### src/rtl/pwm_fault_guard.sv
module pwm_fault_guard #(
  parameter int CHANNELS = 2
) (
  input  logic                clk,
  input  logic                rst_n,
  input  logic [CHANNELS-1:0] pwm_in,
  input  logic                period_start,
  input  logic                fault_in,
  input  logic                auto_restart,
  input  logic [1:0]          safe_level,
  input  logic                status_clr,
  output logic                status,
  output logic [CHANNELS-1:0] pwm_out,
  output logic [CHANNELS-1:0] pwm_oe
);

  logic [1:0] sync_q;
  logic       fault_s;
  logic       restart_now;
  logic       sw_clear;
  logic       shut;

  always_ff @(posedge clk or negedge rst_n)
    if (!rst_n) sync_q <= 2'b00;
    else        sync_q <= {sync_q[0], fault_in};

  assign fault_s     = sync_q[1];
  assign restart_now = auto_restart & period_start & ~fault_s;
  assign sw_clear    = ~auto_restart & status_clr & ~fault_s;

  always_ff @(posedge clk or negedge rst_n)
    if (!rst_n)                     status <= 1'b0;
    else if (fault_s)               status <= 1'b1;
    else if (restart_now | sw_clear) status <= 1'b0;

  assign shut    = fault_s | (status & ~restart_now);
  assign pwm_out = shut ? {CHANNELS{safe_level == 2'b01}} : pwm_in;
  assign pwm_oe  = shut ? {CHANNELS{~safe_level[1]}} : {CHANNELS{1'b1}};

  AST_FAULT_LATCHES: assert property (@(posedge clk) disable iff (!rst_n)
    fault_s |=> status);
  AST_SW_STICKY: assert property (@(posedge clk) disable iff (!rst_n)
    status && !auto_restart && !status_clr |=> status);
  AST_CLR_BLOCKED: assert property (@(posedge clk) disable iff (!rst_n)
    status && fault_s && status_clr |=> status);
  AST_AUTO_BOUNDARY: assert property (@(posedge clk) disable iff (!rst_n)
    $fell(status) && $past(auto_restart) |-> $past(period_start));
  AST_AUTO_NOCLR: assert property (@(posedge clk) disable iff (!rst_n)
    status && auto_restart && !period_start |=> status);
  AST_IDLE_OE: assert property (@(posedge clk) disable iff (!rst_n)
    status && !auto_restart |-> pwm_oe == {CHANNELS{~safe_level[1]}});

endmodule

### config.mk
export PLATFORM = sky130hd
export DESIGN_NAME = pwm_fault_guard
export DESIGN_NICKNAME = d
export VERILOG_FILES = /design/src/rtl/pwm_fault_guard.sv
export SDC_FILE = /design/constraint.sdc
export NUM_CORES = 1
export LEC_CHECK = 0
export BUFFER_PORTS_ARGS = -buffer_cell sky130_fd_sc_hd__clkbuf_2
export CORE_AREA = 2 2 39 41
export DETAILED_ROUTE_END_ITERATION = 8
export DIE_AREA = 0 0 41 43
export MAX_ROUTING_LAYER = met4
export PLACE_DENSITY = 0.34
export SLEW_MARGIN = 5
export SYNTH_ARGS = -nofsm -noshare
export SYNTH_HDL_FRONTEND = slang
export SYNTH_SLANG_ARGS = --single-unit
### constraint.sdc
create_clock -name clk -period 1.82 [get_ports clk]
set_clock_uncertainty 0.1 [all_clocks]
set_input_delay 0.091 -clock clk [delete_from_list [all_inputs] [get_ports clk]]
set_output_delay 0.091 -clock clk [all_outputs]
set_load 0.03 [all_outputs]
======== Word level (Yosys, flattened, before mapping) ========
Index checks and enable logic that the tools add are counted.
storage, ports and cells
  register bits ........................... 3
  bits of input ports ..................... 10
  output and inout bits ................... 5
  logic and storage cells ................. 19
operators by class
  eq/ne operators ......................... 1
  muxes and demuxes ....................... 4
  bitwise gates (word level) .............. 11
  reductions and logical operators ........ 1
operator list
  operator                                       count
  bitwise AND 1 bit                              5
  2-to-1 mux 2 bit                               2
  inverter 1 bit                                 4
  == test 2 x 1 -> 1 bit, second input constant  1
  2-to-1 mux 1 bit                               2
  bitwise OR 1 bit                               2
  nonzero test 2 bit                             1

======== Logic depth before layout (Yosys ltp) ========
Gate-level depths: netlist of the first run.
  word-level depth ........................ 6
  mapped depth ............................ 3
  gate-level depth less buffers ........... 3

======== Least setup slack after synthesis of the first run ========
OpenSTA, ideal clock, no wires.
  path type ............................... register to output
  start point ............................. register status
  end point ............................... output port pwm_oe[1]
  data arrival time ....................... 1722 ps
  required time ........................... 1629 ps
  setup slack ............................. -93 ps
  cell stages (with the launch flop) ...... 4
  path buffers ............................ 1
  cell sequence ........................... dfrtp_1 a21boi_2 o21ai_0 buf_4
between the ends
  word-level cells in the longest chain between the ends .. 3
RTL lines
  item                    line  text
  from (decl)             12    output logic status,
  from (signal assigned)  32    if (!rst_n) status <= 1'b0;
  from (signal assigned)  33    else if (fault_s) status <= 1'b1;
  from (signal assigned)  34    else if (restart_now | sw_clear) status <= 1'b0;
  bitwise AND 1 bit       36    assign shut = fault_s | (status & ~restart_now);
  bitwise OR 1 bit        36
  2-to-1 mux 2 bit        38    assign pwm_oe = shut ? {CHANNELS{~safe_level[1]}} : {CHANNELS{1'b1}};
  to (decl)               14    output logic [CHANNELS-1:0] pwm_oe
No other way between the ends.

======== Final worst setup path of the first run ========
  start point ............................. register status
  end point ............................... output port pwm_out[1]
between the ends
  word-level cells in the longest chain between the ends .. 3
RTL lines
  item               line  text
  bitwise AND 1 bit  36
  bitwise OR 1 bit   36
  2-to-1 mux 2 bit   37    assign pwm_out = shut ? {CHANNELS{safe_level == 2'b01}} : pwm_in;
  to (decl)          13    output logic [CHANNELS-1:0] pwm_out,
No other way between the ends.

==> results of run 1 <==
worst reg2reg max path, delay by kind of cell, from the launching register on:
kind,cells,cell delay [ns]
AOI/OAI and AO/OA,2,0.36
DFF,1,0.37
stage by stage:
step / total power [mW] / cells / setup WS (ns)
2_1_floorplan: 0.108 / 12 / 0.183
3_3_place_gp: 0.126 / 41 / 0.484
3_5_place_dp: 0.128 / 41 / 0.441
4_1_cts: 0.250 / 47 / 0.193
5_1_grt: 0.270 / 47 / 0.129
6_report: 0.242 / 47 / 0.214
worst max path at each step:
| stage | slack [ns] | endpoint | startpoint | cells past startpoint |
|---|---|---|---|---|
| after floorplan | 0.18 | pwm_oe[1] | status$_DFFE_PN0P_ | 3 |
| after global placement | 0.48 | pwm_out[0] | status$_DFFE_PN0P_ | 4 |
| after detailed placement | 0.44 | pwm_out[1] | status$_DFFE_PN0P_ | 4 |
| after CTS | 0.19 | pwm_out[1] | status$_DFFE_PN0P_ | 4 |
| after global routing | 0.13 | pwm_out[1] | status$_DFFE_PN0P_ | 4 |
| final | 0.21 | pwm_out[1] | status$_DFFE_PN0P_ | 4 |
metal layers:
metal  routed length [um]  global-route usage
met1                  175              0.0422
met2                  144              0.0781
met3                   65              0.0628
met4                    0              0.0400
met5                    0                   -
logic make-up after synthesis:
family / after synthesis / share of synthesized area
AO/OA/AOI/OAI: 3 / 0.168
buffers and inverters: 1 / 0.0504
flip-flops: 3 / 0.504
multiplexers: 2 / 0.151
AND/OR/NAND/NOR: 3 / 0.126
layout by cell type, fill, tap and decap left out:
cell type / count
clkbuf_4: 3
nor2_2: 1
clkbuf_2: 14
dlygate4sd3_1: 2
nor2b_1: 1
clkbuf_1: 1
o21ai_1: 1
nand2b_1: 1
dfrtp_1: 3
a21o_2: 1
a21boi_2: 1
mux2_1: 2
power by group through the flow:
| stage | Sequential (mW) | Combinational [mW] | Clock, mW |
|---|---|---|---|
| after floorplan | 0.0774 | 0.0308 | 0 |
| after global placement | 0.0741 | 0.0524 | 0 |
| after detailed placement | 0.0743 | 0.0537 | 0 |
| after CTS | 0.0735 | 0.0570 | 0.119 |
| after global routing | 0.0741 | 0.0610 | 0.134 |
| final | 0.0735 | 0.0561 | 0.113 |
cell type report:
| type | instances | area [sq um] | share of cell area |
|---|---|---|---|
| timing repair buffer | 16 | 90.1 | 0.324 |
| sequential | 3 | 75.1 | 0.270 |
| multi-input combinational | 8 | 66.3 | 0.239 |
| clock buffer | 4 | 26.3 | 0.0946 |
| tap | 16 | 20.0 | 0.0721 |
registers in the layout, summed over array words and instances, names as in the netlist:
name / cells
status: 1
sync_q: 2
==> run metrics, run 1 <==
final worst path period share=0.883; hold-fix buffers at CTS=2; CTS tree=yes; Final Max Slew Viols=0; Max Root-Sink Buffers=2; hold path startpoint=status_clr; antenna viol nets, final=0; WHS Endpoint=status$_DFFE_PN0P_; overall routed net length=around 390 um; IO Count=15; Critical path buffers and inverters=1; Placer Congestion=~0.58; initial antenna violation count=0; initial DRC count=4; Hold Path Stages=3; Root Buffer=clkbuf_4; Synth top area share=0.504; core box area=~0.0014 sq mm; PortBufs=14; cell type with the largest total area after synthesis=dfrtp_1; RSZ-0062 raised after global routing=no; gr usage total=0.0578; Sum Neg Setup Slack=0 ns; Syn Nets=22; final hold vios=0; Async S/R FF share, synth=1.00; DRC violations left=0; Critical R2R Launch=status$_DFFE_PN0P_; count of unique library cells instantiated by Yosys=9; DP HPWL=roughly 350 um; R2R Path End=status$_DFFE_PN0P_; CP Max Fanout=3; FP Rows=14; flop and latch count out of synthesis=3; WS Path Type=reg -> out; Data arrival, critical path=between 1 and 1.5 ns; outcome=complete, no violations; die area=between 0.0015 and 0.002 sq mm; Startpoint Class=flop; filler instances=between 150 and 200; VDD IR-drop max=0.431 mV; Leakage Power=~0.14 nW; Power Internal=0.176 mW; worst r2r path cells=2; P&R area growth vs syn=86.6%; WL per Instance=8.21 um; CTS H-tree lvls=1; dominant synthesized flop cell=dfrtp_1; largest net degree at the start of global routing=4; R2R setup slack=around 0.87 ns; final core occ=0.201; First-pass DRT Iterations=2; number of global-route vias before repair=171; crit-path cells=a21boi_2, nor2_2, mux2_1, clkbuf_2; power density cells=between 800 and 900 mW/mm^2; crit path max-delay cell type=dfrtp_1; fin nets=42; Synth Instances=12; cell with the most instances after synthesis=dfrtp_1; Flop pwr share=0.303; post-cts resize count=0; Switching Fraction=0.272; first-pass GRT wire length=between 500 and 600 um; Clk Latency, worst-skew pair=between 0.2 and 0.25 ns; Num CTS Buffers=3; routed vias=approximately 160; Sw Pwr=approximately 0.066 mW; Initial Util=0.108; CP delay by family, top=flip-flops; Worst path max stage delay=approximately 0.37 ns; relative slew slack=0.894; Mapped Avg Cell Area=between 10 and 15 sq um; Die Span Y=between 40 and 50 um; sequential fraction of the synthesis area=0.504; area of the mapped netlist=around 150 sq um; endpoint class of the critical path=output port; ant diodes=0; design area=roughly 280 sq um; Via density=3.36; clock-pin slew on the worst setup and hold paths=about 0.030 ns; post-layout minimum cycle time=1.61 ns; DP Area=231 sq um; Clock power frac=0.466; die width=between 40 and 50 um; Worst EP required=1.63 ns; Combinational Power Share=0.231; HP Class=in -> reg; Final Hold Slack=roughly 0.070 ns; Synth area leaders=dfrtp_1, mux2_1, a21boi_2; Achievable Freq=between 0.6 and 0.7 GHz; YS warnings=0; max cap viols=0; Synth top cells by count=dfrtp_1, mux2_1; GR Overflow Total=0; share of layout cells above drive strength 1=0.645; TritonCTS Sinks=3; Final setup viols=0; postcts setup bufs=0; Post-synth EDFFs=0; Slew @ Worst Pin=between 0.15 and 0.2 ns
(Power assumes the default switching activity.)
==> run 2, diff against run 1 <==
clock period = 1.5 ns   (was 1.82 ns; I/O delays follow)
==> run metrics, run 2 (same netlist as run 1, synthesis figures left out) <==
outcome=complete, no violations (unchanged); DP Worst Slack=0.139 ns (was 0.441 ns); Startpoint Class=flop (unchanged); die area=0.00176 sq mm (unchanged); clock-pin slew on the worst setup and hold paths=0.04 ns (was 0.03 ns); HP Class=in -> reg (unchanged); Root Buffer=clkbuf_4 (unchanged); largest net degree at the start of global routing=4 (unchanged); first-pass GRT wire length=669 um (was 572 um); Worst EP required=1.32 ns (was 1.63 ns); First-pass DRT Iterations=1 (was 2); post-layout minimum cycle time=1.49 ns; filler instances=158 (was 153); Data arrival, critical path=1.31 ns (was 1.42 ns); Clk Latency, worst-skew pair=0.23 ns (about the same); IO Count=15 (unchanged); Placer Congestion=0.578 (was 0.577); R2R Path End=status$_DFFE_PN0P_ (unchanged); crit path max-delay cell type=dfrtp_1 (unchanged); fin cells=49 (was 47); Initial Util=0.108 (unchanged); antenna viol nets, final=0 (unchanged); Final setup viols=0 (unchanged); WS Path Type=reg -> out (unchanged); Slew @ Worst Pin=0.180 ns (was 0.158 ns); crit-path cells=a21boi_4, nor2_4, mux2_4, buf_8 (was a21boi_2, nor2_2, mux2_1, clkbuf_2); Worst path max stage delay=0.37 ns (about the same); routed vias=170 (was 158); commonest cells after routing, fill and taps aside=clkbuf_2, clkbuf_4, dfrtp_1 (unchanged); CTS H-tree lvls=1 (unchanged); VDD IR-drop max=0.316 mV (was 0.431 mV); endpoint class of the critical path=output port (unchanged); overall routed net length=437 um (was 386 um); number of global-route vias before repair=201 (was 171); Achievable Freq=between 0.6 and 0.7 GHz; Final Max Slew Viols=0 (unchanged); fin nets=44 (was 42); share of layout cells above drive strength 1=0.758 (was 0.645); Via density=3.47 (was 3.36); Max Root-Sink Buffers=2 (unchanged); final worst path period share=0.992; power density cells=976 mW/mm^2 (was 873 mW/mm^2); Tot Pwr=0.329 mW (was 0.242 mW); Num CTS Buffers=3 (unchanged); final hold vios=0 (unchanged); Critical R2R Launch=status$_DFFE_PN0P_ (unchanged); top flop regs=sync_q (2), status (1) (unchanged); initial antenna violation count=0 (unchanged); P&R area growth vs syn=126% (was 86.6%); die width=41 um (unchanged); WL per Instance=8.92 um (was 8.21 um); most flop-heavy register=sync_q (unchanged); R2R setup slack=0.46 ns (was 0.87 ns); max cap viols=0 (unchanged); GR Overflow Total=0 (unchanged); initial DRC count=0 (was 4); Leakage Power=0.170 nW (was 0.141 nW); max reg flops=2 (unchanged); WHS Endpoint=status$_DFFE_PN0P_ (unchanged); RSZ-0062 raised after global routing=yes (was no); CTS tree=yes (unchanged); FP Rows=14 (unchanged); Final Hold Slack=0.0279 ns (was 0.0696 ns); CP Max Fanout=2 (was 3); ant diodes=0 (unchanged); relative slew slack=0.880 (was 0.894); gr usage total=0.0629 (was 0.0578); final core occ=0.243 (was 0.201); TritonCTS Sinks=3 (unchanged); DRC violations left=0 (unchanged); setup ws final=0.0122 ns (was 0.214 ns); PortBufs=14 (unchanged); core box area=0.00138 sq mm (unchanged); Die Span Y=43 um (unchanged); hold path startpoint=status_clr (unchanged); Hold Path Stages=3 (unchanged); cell total after placement=41 (unchanged); Critical path origin=status$_DFFE_PN0P_ (unchanged); worst r2r path cells=3 (was 2); commonest non-fill, non-tap cell in the layout=clkbuf_2 (unchanged)
==> run 2: cell count changes in the layout (fill, tap and decap cells not counted) <==
cell / change
clkbuf_2: -2
buf_8: +2
mux2_1: -2
nor2_4: +1
o21ai_2: +1
buf_4: +2
nor2_2: -1
mux2_4: +2
a21boi_4: +1
o21ai_1: -1
a21boi_2: -1
==> run 2: power breakdown <==
group	switching (mW)	total [mW]	leakage [nW]	internal, mW
registers	0.00347	0.0897	0.0339	0.0863
clock network	0.0424	0.142	0.0150	0.0997
logic	0.0462	0.0968	0.121	0.0506
total	0.0920	0.329	0.170	0.237
==> run 2: timing repair <==
action | 4_1_cts | 5_1_grt
hold buffers | 2 | 0
buffers inserted | 2 | 0
resized for setup | 8 | 2
pin swaps | 1 | 1
endpoints found under the setup margin | 2 | 2
hold endpoints to repair | 4 | 0
==> run 2: worst max path at each step <==
| stage | to | slack, ns | cells after the start |
|---|---|---|---|
| after floorplan | pwm_out[0] | 0.08 | 3 |
| final | pwm_out[0] | 0.01 | 4 |
| after global placement | pwm_out[1] | 0.17 | 4 |
| after CTS | pwm_out[0] | -0.04 | 4 |
| after detailed placement | pwm_out[0] | 0.14 | 4 |
| after global routing | pwm_out[0] | -0.04 | 4 |
==> run 2: metal layers <==
metal	GRT usage	wire, um	up-vias
met5	-	0	-
met4	0.0600	0	0
met3	0.0314	57	0
met2	0.103	218	14
met1	0.0421	160	74
li1	-	-	82
==> run 2: worst max-delay path: cells and delay by family (launching register included) <==
kind / cells / cell delay [ns]
mux: 1 / 0.32
compound gates: 1 / 0.15
simple gates: 1 / 0.11
buf+inv: 1 / 0.14
flops: 1 / 0.37
==> run 2: layout make-up <==
| type | instances | area (sq um) | share of cell area |
|---|---|---|---|
| repair buffers | 18 | 125 | 0.372 |
| multi-input cells | 8 | 90.1 | 0.268 |
| clock buffers | 4 | 26.3 | 0.0781 |
| flip-flops and latches | 3 | 75.1 | 0.223 |
| well taps | 16 | 20.0 | 0.0595 |
==> run 2: through the flow <==
step	instance area (sq um)	setup TNS, ns
finish	337	0
CTS	334	-0.0790
detailed placement	235	0
floorplan	153	0
global route	337	-0.0718
global placement	235	0
==> run 3, diff against run 2 <==
BUFFER_PORTS_ARGS = default   (was -buffer_cell sky130_fd_sc_hd__clkbuf_2)
DONT_BUFFER_PORTS = 1   (was default)
PLACE_DENSITY = 0.3   (was 0.34)
==> run metrics, run 3 (same netlist as run 1, synthesis figures left out) <==
Combinational Power Share=0.238 (was 0.295); Sw Pwr=0.0795 mW (was 0.0920 mW); CP Max Fanout=2 (unchanged); CTS H-tree lvls=1 (unchanged); commonest non-fill, non-tap cell in the layout=dlygate4sd3_1 (was clkbuf_2); Worst EP required=1.32 ns (about the same); core box area=0.00138 sq mm (unchanged); Placer Congestion=0.544 (was 0.578); final worst path period share=0.991 (was 0.992); Final setup viols=0 (unchanged); Leakage Power=0.113 nW (was 0.170 nW); TritonCTS Sinks=3 (unchanged); Power Internal=0.220 mW (was 0.237 mW); commonest cells after routing, fill and taps aside=dlygate4sd3_1, clkbuf_4, dfrtp_1 (was clkbuf_2, clkbuf_4, dfrtp_1); outcome=complete, no violations (unchanged); CP delay by family, top=multiplexers (was flip-flops); First-pass DRT Iterations=1 (unchanged); max cap viols=0 (unchanged); FP Rows=14 (unchanged); most flop-heavy register=sync_q (unchanged); gr usage total=0.0515 (was 0.0629); VDD IR-drop max=0.335 mV (was 0.316 mV); Final Max Slew Viols=0 (unchanged); initial antenna violation count=0 (unchanged); Num CTS Buffers=3 (unchanged); first-pass GRT wire length=483 um (was 669 um); Data arrival, critical path=1.31 ns (about the same); Max Root-Sink Buffers=2 (unchanged); PortBufs=0 (was 14); WS Path Type=reg -> out (unchanged); Tot Pwr=0.299 mW (was 0.329 mW); CTS tree=yes (unchanged); antenna viol nets, final=0 (unchanged); post-layout minimum cycle time=1.49 ns (about the same); Die Span Y=43 um (unchanged); Achievable Freq=0.673 GHz (was 0.672 GHz); overall routed net length=341 um (was 437 um); Via density=3.36 (was 3.47); Clock power frac=0.464 (was 0.432); GR Overflow Total=0 (unchanged); Worst path max stage delay=0.44 ns (was 0.37 ns); Initial Util=0.108 (unchanged); HP Class=in -> reg (unchanged); routed vias=131 (was 170); largest net degree at the start of global routing=4 (unchanged); initial DRC count=0 (unchanged); max reg flops=2 (unchanged); Startpoint Class=flop (unchanged); crit-path cells=a21boi_2, nor2_2, mux2_2 (was a21boi_4, nor2_4, mux2_4, buf_8); final hold vios=0 (unchanged); endpoint class of the critical path=output port (unchanged); fin nets=34 (was 44); die area=0.00176 sq mm (unchanged); Root Buffer=clkbuf_4 (unchanged); top flop regs=sync_q (2), status (1) (unchanged); Clk Latency, worst-skew pair=0.23 ns (about the same); DRC violations left=0 (unchanged); crit path max-delay cell type=mux2_2 (was dfrtp_1); clock-pin slew on the worst setup and hold paths=0.04 ns (about the same); number of global-route vias before repair=152 (was 201); Switching Fraction=0.266 (was 0.280); postcts setup bufs=0 (was 2); share of layout cells above drive strength 1=0.522 (was 0.758); die width=41 um (unchanged); P&R area growth vs syn=85.7% (was 126%); relative slew slack=0.883 (was 0.880); WL per Instance=8.74 um (was 8.92 um); Final Hold Slack=0.147 ns (was 0.0279 ns); IO Count=15 (unchanged); Flop pwr share=0.298 (was 0.273); Slew @ Worst Pin=0.177 ns (was 0.180 ns); ant diodes=0 (unchanged); RSZ-0062 raised after global routing=yes (unchanged); Critical path buffers and inverters=0 (was 1); power density cells=1080 mW/mm^2 (was 976 mW/mm^2)
## run 3: changes by cell type in the layout (fill, tap and decap cells not counted), sizes merged
cell / change
clkbuf: -12
dlygate4sd3: +3
buf: -1
## run 3: layout make-up
type                            count  area (sq um)
Tap cell                           16          20.0
Timing Repair Buffer                8          85.1
Fill cell                         153          1110
Sequential cell                     3          75.1
Clock buffer                        4          26.3
Multi-Input combinational cell      8          70.1
## run 3: final timing paths
| path | startpoint | to | slack, ns | cells after the start |
|---|---|---|---|---|
| worst max-delay path | status$_DFFE_PN0P_ | pwm_out[1] | 0.01 | 3 |
| worst min-delay path | auto_restart | status$_DFFE_PN0P_ | 0.15 | 3 |
| worst max register to register | status$_DFFE_PN0P_ | status$_DFFE_PN0P_ | 0.44 | 3 |
| worst min register to register | sync_q[0]$_DFF_PN0_ | sync_q[1]$_DFF_PN0_ | 0.25 | 0 |
| max in group asynchronous | rst_n | status$_DFFE_PN0P_ | 0.64 | 2 |
| min in group asynchronous | rst_n | sync_q[1]$_DFF_PN0_ | 0.52 | 2 |
## run 3: routing by layer
| layer | wire length (um) | global-route usage | vias up |
|---|---|---|---|
| met5 | 0 | - | - |
| met4 | 0 | 0.0600 | 0 |
| met3 | 82 | 0.0628 | 0 |
| met2 | 123 | 0.0594 | 14 |
| met1 | 134 | 0.0324 | 53 |
| li1 | - | - | 64 |
## run 3: power by group through the flow
stage,clock network [mW],logic [mW],registers [mW]
after detailed placement,0,0.0589,0.0906
after global routing,0.154,0.0762,0.0901
after floorplan,0,0.0383,0.0941
after global placement,0,0.0585,0.0898
final,0.139,0.0711,0.0893
after CTS,0.146,0.0718,0.0896
## run 3: through the flow
stage | util | cells | setup TNS (ns) | area, sq um | setup slack, ns
after detailed placement | 0.145 | 30 | 0 | 200 | 0.207
after global routing | 0.200 | 39 | -0.104 | 277 | -0.0545
after CTS | 0.200 | 39 | -0.00592 | 277 | -0.00446
final | 0.200 | 39 | 0 | 277 | 0.0133
after global placement | 0.145 | 30 | 0 | 200 | 0.234
after floorplan | - | 12 | 0 | 153 | 0.0751
## run 3: tightest hold or removal path, delay by kind of cell
family / cells / cell delay, ns
buffers and inverters: 1 / 0.13
AO/OA/AOI/OAI: 2 / 0.22
## run 3: what timing repair did
item | in CTS | in global routing
endpoints found under the setup margin | 2 | 2
gates resized for setup | 2 | 0
endpoints found under the hold margin | 5 | 0
hold buffers | 5 | 0
